**src/rtl/odo_pkg.sv**
```systemverilog
package odo_pkg;

    typedef enum logic {
        STEP_UP   = 1'b0,
        STEP_DOWN = 1'b1
    } step_dir_e;

    function automatic step_dir_e pick_dir(input logic b_level, input logic b_invert);
        return (b_level ^ b_invert) ? STEP_DOWN : STEP_UP;
    endfunction

endpackage

```
**src/rtl/odo_sync.sv**
```systemverilog
module odo_sync #(
    parameter int W      = 4,
    parameter int STAGES = 2
) (
    input  logic         clk,
    input  logic         rst_n,
    input  logic [W-1:0] din,
    output logic [W-1:0] dout
);
    logic [STAGES-1:0][W-1:0] stage_d, stage_q;

    always_comb begin
        stage_d[0] = din;
        for (int i = 1; i < STAGES; i++) begin
            stage_d[i] = stage_q[i-1];
        end
    end

    always_ff @(posedge clk) begin
        if (!rst_n) stage_q <= '0;
        else        stage_q <= stage_d;
    end

    assign dout = stage_q[STAGES-1];
endmodule

```
**src/rtl/odo_wheel.sv**
```systemverilog
module odo_wheel
    import odo_pkg::*;
#(
    parameter int CNT_W = 16
) (
    input  logic             clk,
    input  logic             rst_n,
    input  logic             a_sync,
    input  logic             b_sync,
    input  logic             b_invert,
    output logic [CNT_W-1:0] count
);
    typedef struct packed {
        logic             a_prev;
        logic [CNT_W-1:0] cnt;
    } wheel_state_t;

    wheel_state_t st_d, st_q;
    logic         rise;
    step_dir_e    dir;

    always_comb begin
        st_d        = st_q;
        rise        = a_sync && !st_q.a_prev;
        dir         = pick_dir(b_sync, b_invert);
        st_d.a_prev = a_sync;
        if (rise) begin
            if (dir == STEP_DOWN) st_d.cnt = st_q.cnt - CNT_W'(1);
            else                  st_d.cnt = st_q.cnt + CNT_W'(1);
        end
    end

    always_ff @(posedge clk) begin
        if (!rst_n) st_q <= '0;
        else        st_q <= st_d;
    end

    assign count = st_q.cnt;

    AST_UP_ON_RISE: assert property (@(posedge clk) disable iff (!rst_n)
        (rise && !(b_sync ^ b_invert)) |=> (count == CNT_W'($past(count) + CNT_W'(1))));
    AST_DOWN_ON_RISE: assert property (@(posedge clk) disable iff (!rst_n)
        (rise && (b_sync ^ b_invert)) |=> (count == CNT_W'($past(count) - CNT_W'(1))));
    AST_HOLD_NO_RISE: assert property (@(posedge clk) disable iff (!rst_n)
        !(a_sync && !st_q.a_prev) |=> $stable(count));
    AST_UNIT_STEP: assert property (@(posedge clk) disable iff (!rst_n)
        !$stable(count) |-> (CNT_W'(count - $past(count)) == CNT_W'(1) ||
                             CNT_W'($past(count) - count) == CNT_W'(1)));
endmodule

```
**src/rtl/odo_dual_counter.sv**
```systemverilog
module odo_dual_counter #(
    parameter int CNT_W          = 16,
    parameter int MASK_W         = 8,
    parameter int LEFT_MASK_BIT  = 6,
    parameter int RIGHT_MASK_BIT = 5,
    parameter int SYNC_STAGES    = 2,
    localparam int HALF_W        = CNT_W / 2
) (
    input  logic              clk,
    input  logic              rst_n,
    input  logic              enc_left_a,
    input  logic              enc_left_b,
    input  logic              enc_right_a,
    input  logic              enc_right_b,
    input  logic              mask_we,
    input  logic [MASK_W-1:0] mask_wdata,
    input  logic              snap_strobe,
    output logic [HALF_W-1:0] left_lo,
    output logic [HALF_W-1:0] left_hi,
    output logic [HALF_W-1:0] right_lo,
    output logic [HALF_W-1:0] right_hi
);
    localparam int NUM_WHEELS = 2;
    localparam int SYNC_W     = 2 * NUM_WHEELS;

    typedef struct packed {
        logic [MASK_W-1:0]                 mask;
        logic [NUM_WHEELS-1:0][CNT_W-1:0]  snap;
    } top_state_t;

    top_state_t                       st_d, st_q;
    logic [SYNC_W-1:0]                enc_raw, enc_sync;
    logic [NUM_WHEELS-1:0][CNT_W-1:0] wheel_cnt;

    // bit order per wheel: {B, A}; wheel 0 = left, wheel 1 = right
    assign enc_raw = {enc_right_b, enc_right_a, enc_left_b, enc_left_a};

    odo_sync #(.W(SYNC_W), .STAGES(SYNC_STAGES)) u_sync (
        .clk  (clk),
        .rst_n(rst_n),
        .din  (enc_raw),
        .dout (enc_sync)
    );

    for (genvar w = 0; w < NUM_WHEELS; w++) begin : g_wheel
        localparam int MBIT = (w == 0) ? LEFT_MASK_BIT : RIGHT_MASK_BIT;
        odo_wheel #(.CNT_W(CNT_W)) u_wheel (
            .clk     (clk),
            .rst_n   (rst_n),
            .a_sync  (enc_sync[2*w]),
            .b_sync  (enc_sync[2*w+1]),
            .b_invert(st_q.mask[MBIT]),
            .count   (wheel_cnt[w])
        );
    end

    always_comb begin
        st_d = st_q;
        if (mask_we)     st_d.mask = mask_wdata;
        if (snap_strobe) st_d.snap = wheel_cnt;
    end

    always_ff @(posedge clk) begin
        if (!rst_n) st_q <= '0;
        else        st_q <= st_d;
    end

    assign left_lo  = st_q.snap[0][HALF_W-1:0];
    assign left_hi  = st_q.snap[0][CNT_W-1:HALF_W];
    assign right_lo = st_q.snap[1][HALF_W-1:0];
    assign right_hi = st_q.snap[1][CNT_W-1:HALF_W];

    AST_SNAP_HOLD: assert property (@(posedge clk) disable iff (!rst_n)
        !snap_strobe |=> $stable({left_hi, left_lo, right_hi, right_lo}));
    AST_SNAP_TAKES_COUNT: assert property (@(posedge clk) disable iff (!rst_n)
        snap_strobe |=> ({left_hi, left_lo} == $past(wheel_cnt[0]) &&
                         {right_hi, right_lo} == $past(wheel_cnt[1])));
    AST_MASK_LOAD: assert property (@(posedge clk) disable iff (!rst_n)
        mask_we |=> (st_q.mask == $past(mask_wdata)));
endmodule

```
**config.mk**
```make
export PLATFORM = sky130hd
export DESIGN_NAME = odo_dual_counter
export DESIGN_NICKNAME = d
export VERILOG_FILES = /design/src/rtl/odo_pkg.sv /design/src/rtl/odo_sync.sv /design/src/rtl/odo_wheel.sv /design/src/rtl/odo_dual_counter.sv
export SDC_FILE = /design/constraint.sdc
export NUM_CORES = 1
export LEC_CHECK = 0
export ABC_CLOCK_PERIOD_IN_PS = 9200
export BUFFER_PORTS_ARGS = -buffer_cell sky130_fd_sc_hd__buf_4
export CAP_MARGIN = 0
export CORE_MARGIN = 2
export CORE_UTILIZATION = 34
export CTS_BUF_LIST = sky130_fd_sc_hd__clkbuf_4 sky130_fd_sc_hd__clkbuf_8 sky130_fd_sc_hd__clkbuf_16
export CTS_CLUSTER_SIZE = 28
export DETAILED_ROUTE_END_ITERATION = 12
export HOLD_SLACK_MARGIN = 0.12
export SLEW_MARGIN = 10
export SYNTH_ARGS = -nofsm -noshare
export SYNTH_HDL_FRONTEND = slang
export SYNTH_SLANG_ARGS = --single-unit
export TNS_END_PERCENT = 5
```
**constraint.sdc**
```tcl
create_clock -name clk -period 9.2 [get_ports clk]
set_input_delay 1.84 -clock clk [delete_from_list [all_inputs] [get_ports clk]]
set_output_delay 1.84 -clock clk [all_outputs]
set_load 0.1 [all_outputs]
```
After elaboration in Yosys (flattened, before gate mapping)
Index checks and enable logic that the tools add are counted.
- register bits after elaboration: 81
- output and inout bits: 32
- logic and storage cells: 23
- add/subtract/negate cells: 4
- multiplexer cells: 4
- bitwise logic cells: 2
- reduce and logical (&&, ||, !) cells: 4
- operators with widths (operator ; count):
    16-bit by 1-bit adder with 16-bit output (second input constant) ; 2
    16-bit 2-to-1 mux ; 2
    16-bit by 1-bit subtractor with 16-bit output (second input constant) ; 2
    1-bit logical AND ; 2
    1-bit zero test ; 2
    1-bit 2-to-1 mux ; 2
    1-bit XOR ; 2

Logic depth before layout (Yosys ltp)
- depth in word-level cells: 3
- gate-level depth with buffers: 9
- mapped depth without buffers: 9

Hierarchy
Synthesis repeated with hierarchy kept, for this count alone.
- cell total of the unflattened synthesis: 538
- area, all modules: 4862.2 sq um
- by module, submodules not included (module ; times used ; cells each ; area each (sq um) ; sequential area each (sq um)):
    odo_wheel (g_wheel[0].u_wheel) ; 1 ; 194 ; 1582.8 ; 340.3
    odo_dual_counter ; 1 ; 141 ; 1556.5 ; 680.7
    odo_wheel (g_wheel[1].u_wheel) ; 1 ; 187 ; 1512.7 ; 340.3
    odo_sync ; 1 ; 16 ; 210.2 ; 160.2

Worst setup path before layout
OpenSTA, ideal clock, no wires.
- path kind: input to register
- start: input rst_n
- end: register g_wheel[0].u_wheel.st_q (netlist bit g_wheel[0].u_wheel.count[4])
- data arrival time: 2875 ps
- required time: 9072 ps
- slack: 6197 ps
- cell stages on the path: 5
- cells stage by stage: inv_1 > buf_1 > clkbuf_1 > buf_1 > nor2_1
- RTL lines (element ; line ; text):
    start, declared ; odo_dual_counter.sv:10 ; input logic rst_n,
    end signal, assigned ; odo_wheel.sv:35 ; else st_q <= st_d;
    end, declared ; odo_wheel.sv:18 ; wheel_state_t st_d, st_q;
No word-level cell between the ends.

==> flow_summary_export.csv <==
group,metric,value,unit
floorplan,dieWidth,115,microns
sta,max_freq,0.312,GHz
sta,hold_violations,0,
routing,drcViolationCount,0,
synthesis,yosys_warnings,0,
placed_design,port_buffers,41,
synthesis,synthAdderAreaFrac,9.93,%
cts,ctsResizeCount,0,
global_routing,grt_overflow,0,
sta,report.final.setup_viol,0,
global_routing,antenna_found_initial,0,
floorplan,coreArea,0.0120,sq mm
floorplan,num_rows,40,
cts,htreeDepth,3,
finish,antenna_cells,0,
synthesis,synth_compound_area_share,18.5,%
synthesis,yosys.area.top_type,"dfxtp_1",
synthesis,synthesis.nets,531,
routing,viasPerCell,5.32,
finish,multi_input_area,0.00253,sq mm
cts,cts_hold_buffers,0,
global_routing,grtUsageTotal,14.8,%
floorplan,io_pins,48,
synthesis,ys_types,55,
synthesis,synth_area,0.00418,sq mm
setup_path,critical_path.endpoint_type,"flop",
synthesis,synth-main-ff-cell,"dfxtp_1",
finish,final_nets,561,
synthesis,yosys-top-cells-count,"76 x dfxtp_1, 49 x nor2_1, 41 x nand2_1",
cts,numCtsBuffers,9,
synthesis,syn_area_per_cell,8.66,sq um
power,power_density,179,mW/mm^2
placed_design,routabilityCongestion,0.868,
routing,drt-pass1-iter-count,4,
cts,cts_buffer_depth,2,
synthesis,synthTopCellsByArea,"dfxtp_1 36%, ha_1 9.0%, mux2i_1 8.4%",
synthesis,synth_top_family_by_area,"simple AND/OR/NAND/NOR gates",
sta,rsz0062_at_grt,"false",
sta,tns,0,ns
global_routing,grt_pass1_wl,16.0,mm
sta,period_share,34.9,%
cts,cts_setup_buffers,0,
cts,cts.sinks,76,
setup_path,crit_type,"input port to flop",
synthesis,synth-edff-count,0,
power,total_leakage_power,2.18,nW
cts,path_clk_slew,0.06,ns
synthesis,postSynthRegisterBits,76,
finish,area_delta_synth_final,18.6,%
setup_path,startpoint,"rst_n",
global_routing,first_global_vias,3483,
job,maxCapViolations,0,
routing,final_antenna_net_count,0,
cts,cts_tree,"done",
synthesis,synthXorXnorAreaFrac,1.88,%
sta,fin_worst_skew,0.00752,ns
routing,wl_met3,322,microns
synthesis,synth_top_area_share,36.4,%
floorplan,start_util,34.8,%
finish,drive_gt1_share,12.7,%
synthesis,async_flop_share,0,%
sta,slew_headroom,29.9,%
floorplan,fp.dieArea,0.0132,sq mm
finish,n_fill_cell,1171,
setup_path,crit_arrival,3.41,ns
routing,wl_met1,4.10,mm
routing,num_vias,3539,
setup_path,crit_required,9.40,ns
min_path,worstHoldStart,"u_sync.stage_d[6]",
global_routing,grt_max_degree,62,
cts,insertion_delay,0.34,ns
sta,maxSlewViolCount,0,
floorplan,die_height,115,microns
routing,wl_per_cell,14.1,microns
placed_design,dp_hpwl,6.29,mm
synthesis,ys_seq_area_share,36.4,%
synthesis,yosys.area_share.simple,21.3,%
routing,drt_iter0_drc,116,
routing,wl_met2,4.83,mm
sta,tightest_slew,1.05,ns
sta,period_minus_slack,3.21,ns
synthesis,syn_inst,483,
setup_path,r2r_start,"st_q[37]",
synthesis,synth_mux_area_share,8.73,%
finish,ff_latch_area,0.00152,sq mm
power,peakVddDrop,95.2,uV
outcome,status,"completed",
setup_path,cp-start-kind,"input port",
min_path,min_path_type,"flop to flop",
cts,root_buffer,"clkbuf_16",
setup_path,path_max_fanout,61,
routing,top_layer,"met4",
routing,totalWireLength,9.38,mm
synthesis,yosysMostFrequentCell,"dfxtp_1",
finish,utilization,41.3,%
==> critical path, cell delays in order <==
cell and delay, ns:
buf_4 0.23, inv_1 0.09, buf_4 0.53, nor3_1 0.15, nand2_1 0.13, a21oi_1 0.07
a41oi_1 0.18, o2111ai_1 0.14
==> registers in the layout, indices dropped and copies added, names as in the netlist <==
register / flops
st_q: 2
g_wheel.u_wheel.st_q: 2
left_lo: 8
u_sync.stage_d: 4
g_wheel.u_wheel.count: 32
u_sync.dout: 4
right_lo: 8
left_hi: 8
right_hi: 8
==> worst paths after layout <==
path | slack (ns) | to | cells after the start
max | 5.99 | g_wheel[0].u_wheel.count[15] | 8
min | 0.43 | u_sync.dout[2] | 1
max reg2reg | 6.52 | g_wheel[1].u_wheel.count[14] | 9
min reg2reg | 0.43 | u_sync.dout[2] | 1
==> cell families after synthesis <==
group / after synthesis
adder cells (fa/ha/maj): 32
AND/OR/NAND/NOR: 180
flip-flops: 76
XOR/XNOR: 9
buffers and inverters: 35
AO/OA/AOI/OAI: 115
multiplexers: 36
==> per-layer routing <==
layer  GRT usage [%]  vias to the layer above
met5               0                        -
met4            4.98                        0
met3            3.16                       14
met2            27.7                       63
met1            16.6                     1660
li1                -                     1802
==> final cells by class <==
class | instances | area share [%]
Multi-Input combinational cell | 372 | 51.0
Sequential cell | 76 | 30.7
Timing Repair Buffer | 44 | 6.66
Clock buffer | 11 | 5.10
Tap cell | 147 | 3.71
Clock inverter | 5 | 2.14
Inverter | 10 | 0.757
==> through the flow <==
step,instance area [sq um],std cells,hold slack (ns),setup slack [ns],total power (W)
floorplan,4180,483,0.412,6.20,0.000444
global placement,4600,649,0.413,5.69,0.000468
detailed placement,4600,649,0.423,5.65,0.000471
CTS,4960,665,0.437,5.99,0.000895
global route,4960,665,0.449,5.87,0.000921
finish,4960,665,0.434,5.99,0.000886
==> cell usage in the layout, fill, tap and decap left out, drive strengths merged, types with 9 or more instances in the layout <==
| cell | instances |
|---|---|
| o21a | 10 |
| inv | 11 |
| nand2 | 41 |
| a211oi | 9 |
| buf | 44 |
| nand3 | 18 |
| mux2i | 35 |
| and2 | 13 |
| o21ai | 15 |
| clkbuf | 11 |
| a21o | 12 |
| nor3 | 10 |
| nor2 | 49 |
| a21oi | 35 |
| dfxtp | 76 |
| ha | 30 |
==> power breakdown <==
part           total, W  internal (W)  switching, W  leakage [nW]
clock network  0.000422      0.000281      0.000141         0.172
registers      0.000346      0.000339    0.00000708         0.617
logic          0.000117     0.0000407     0.0000767          1.39
total          0.000886      0.000661      0.000225          2.18
Power figures use the tool's default switching activity.
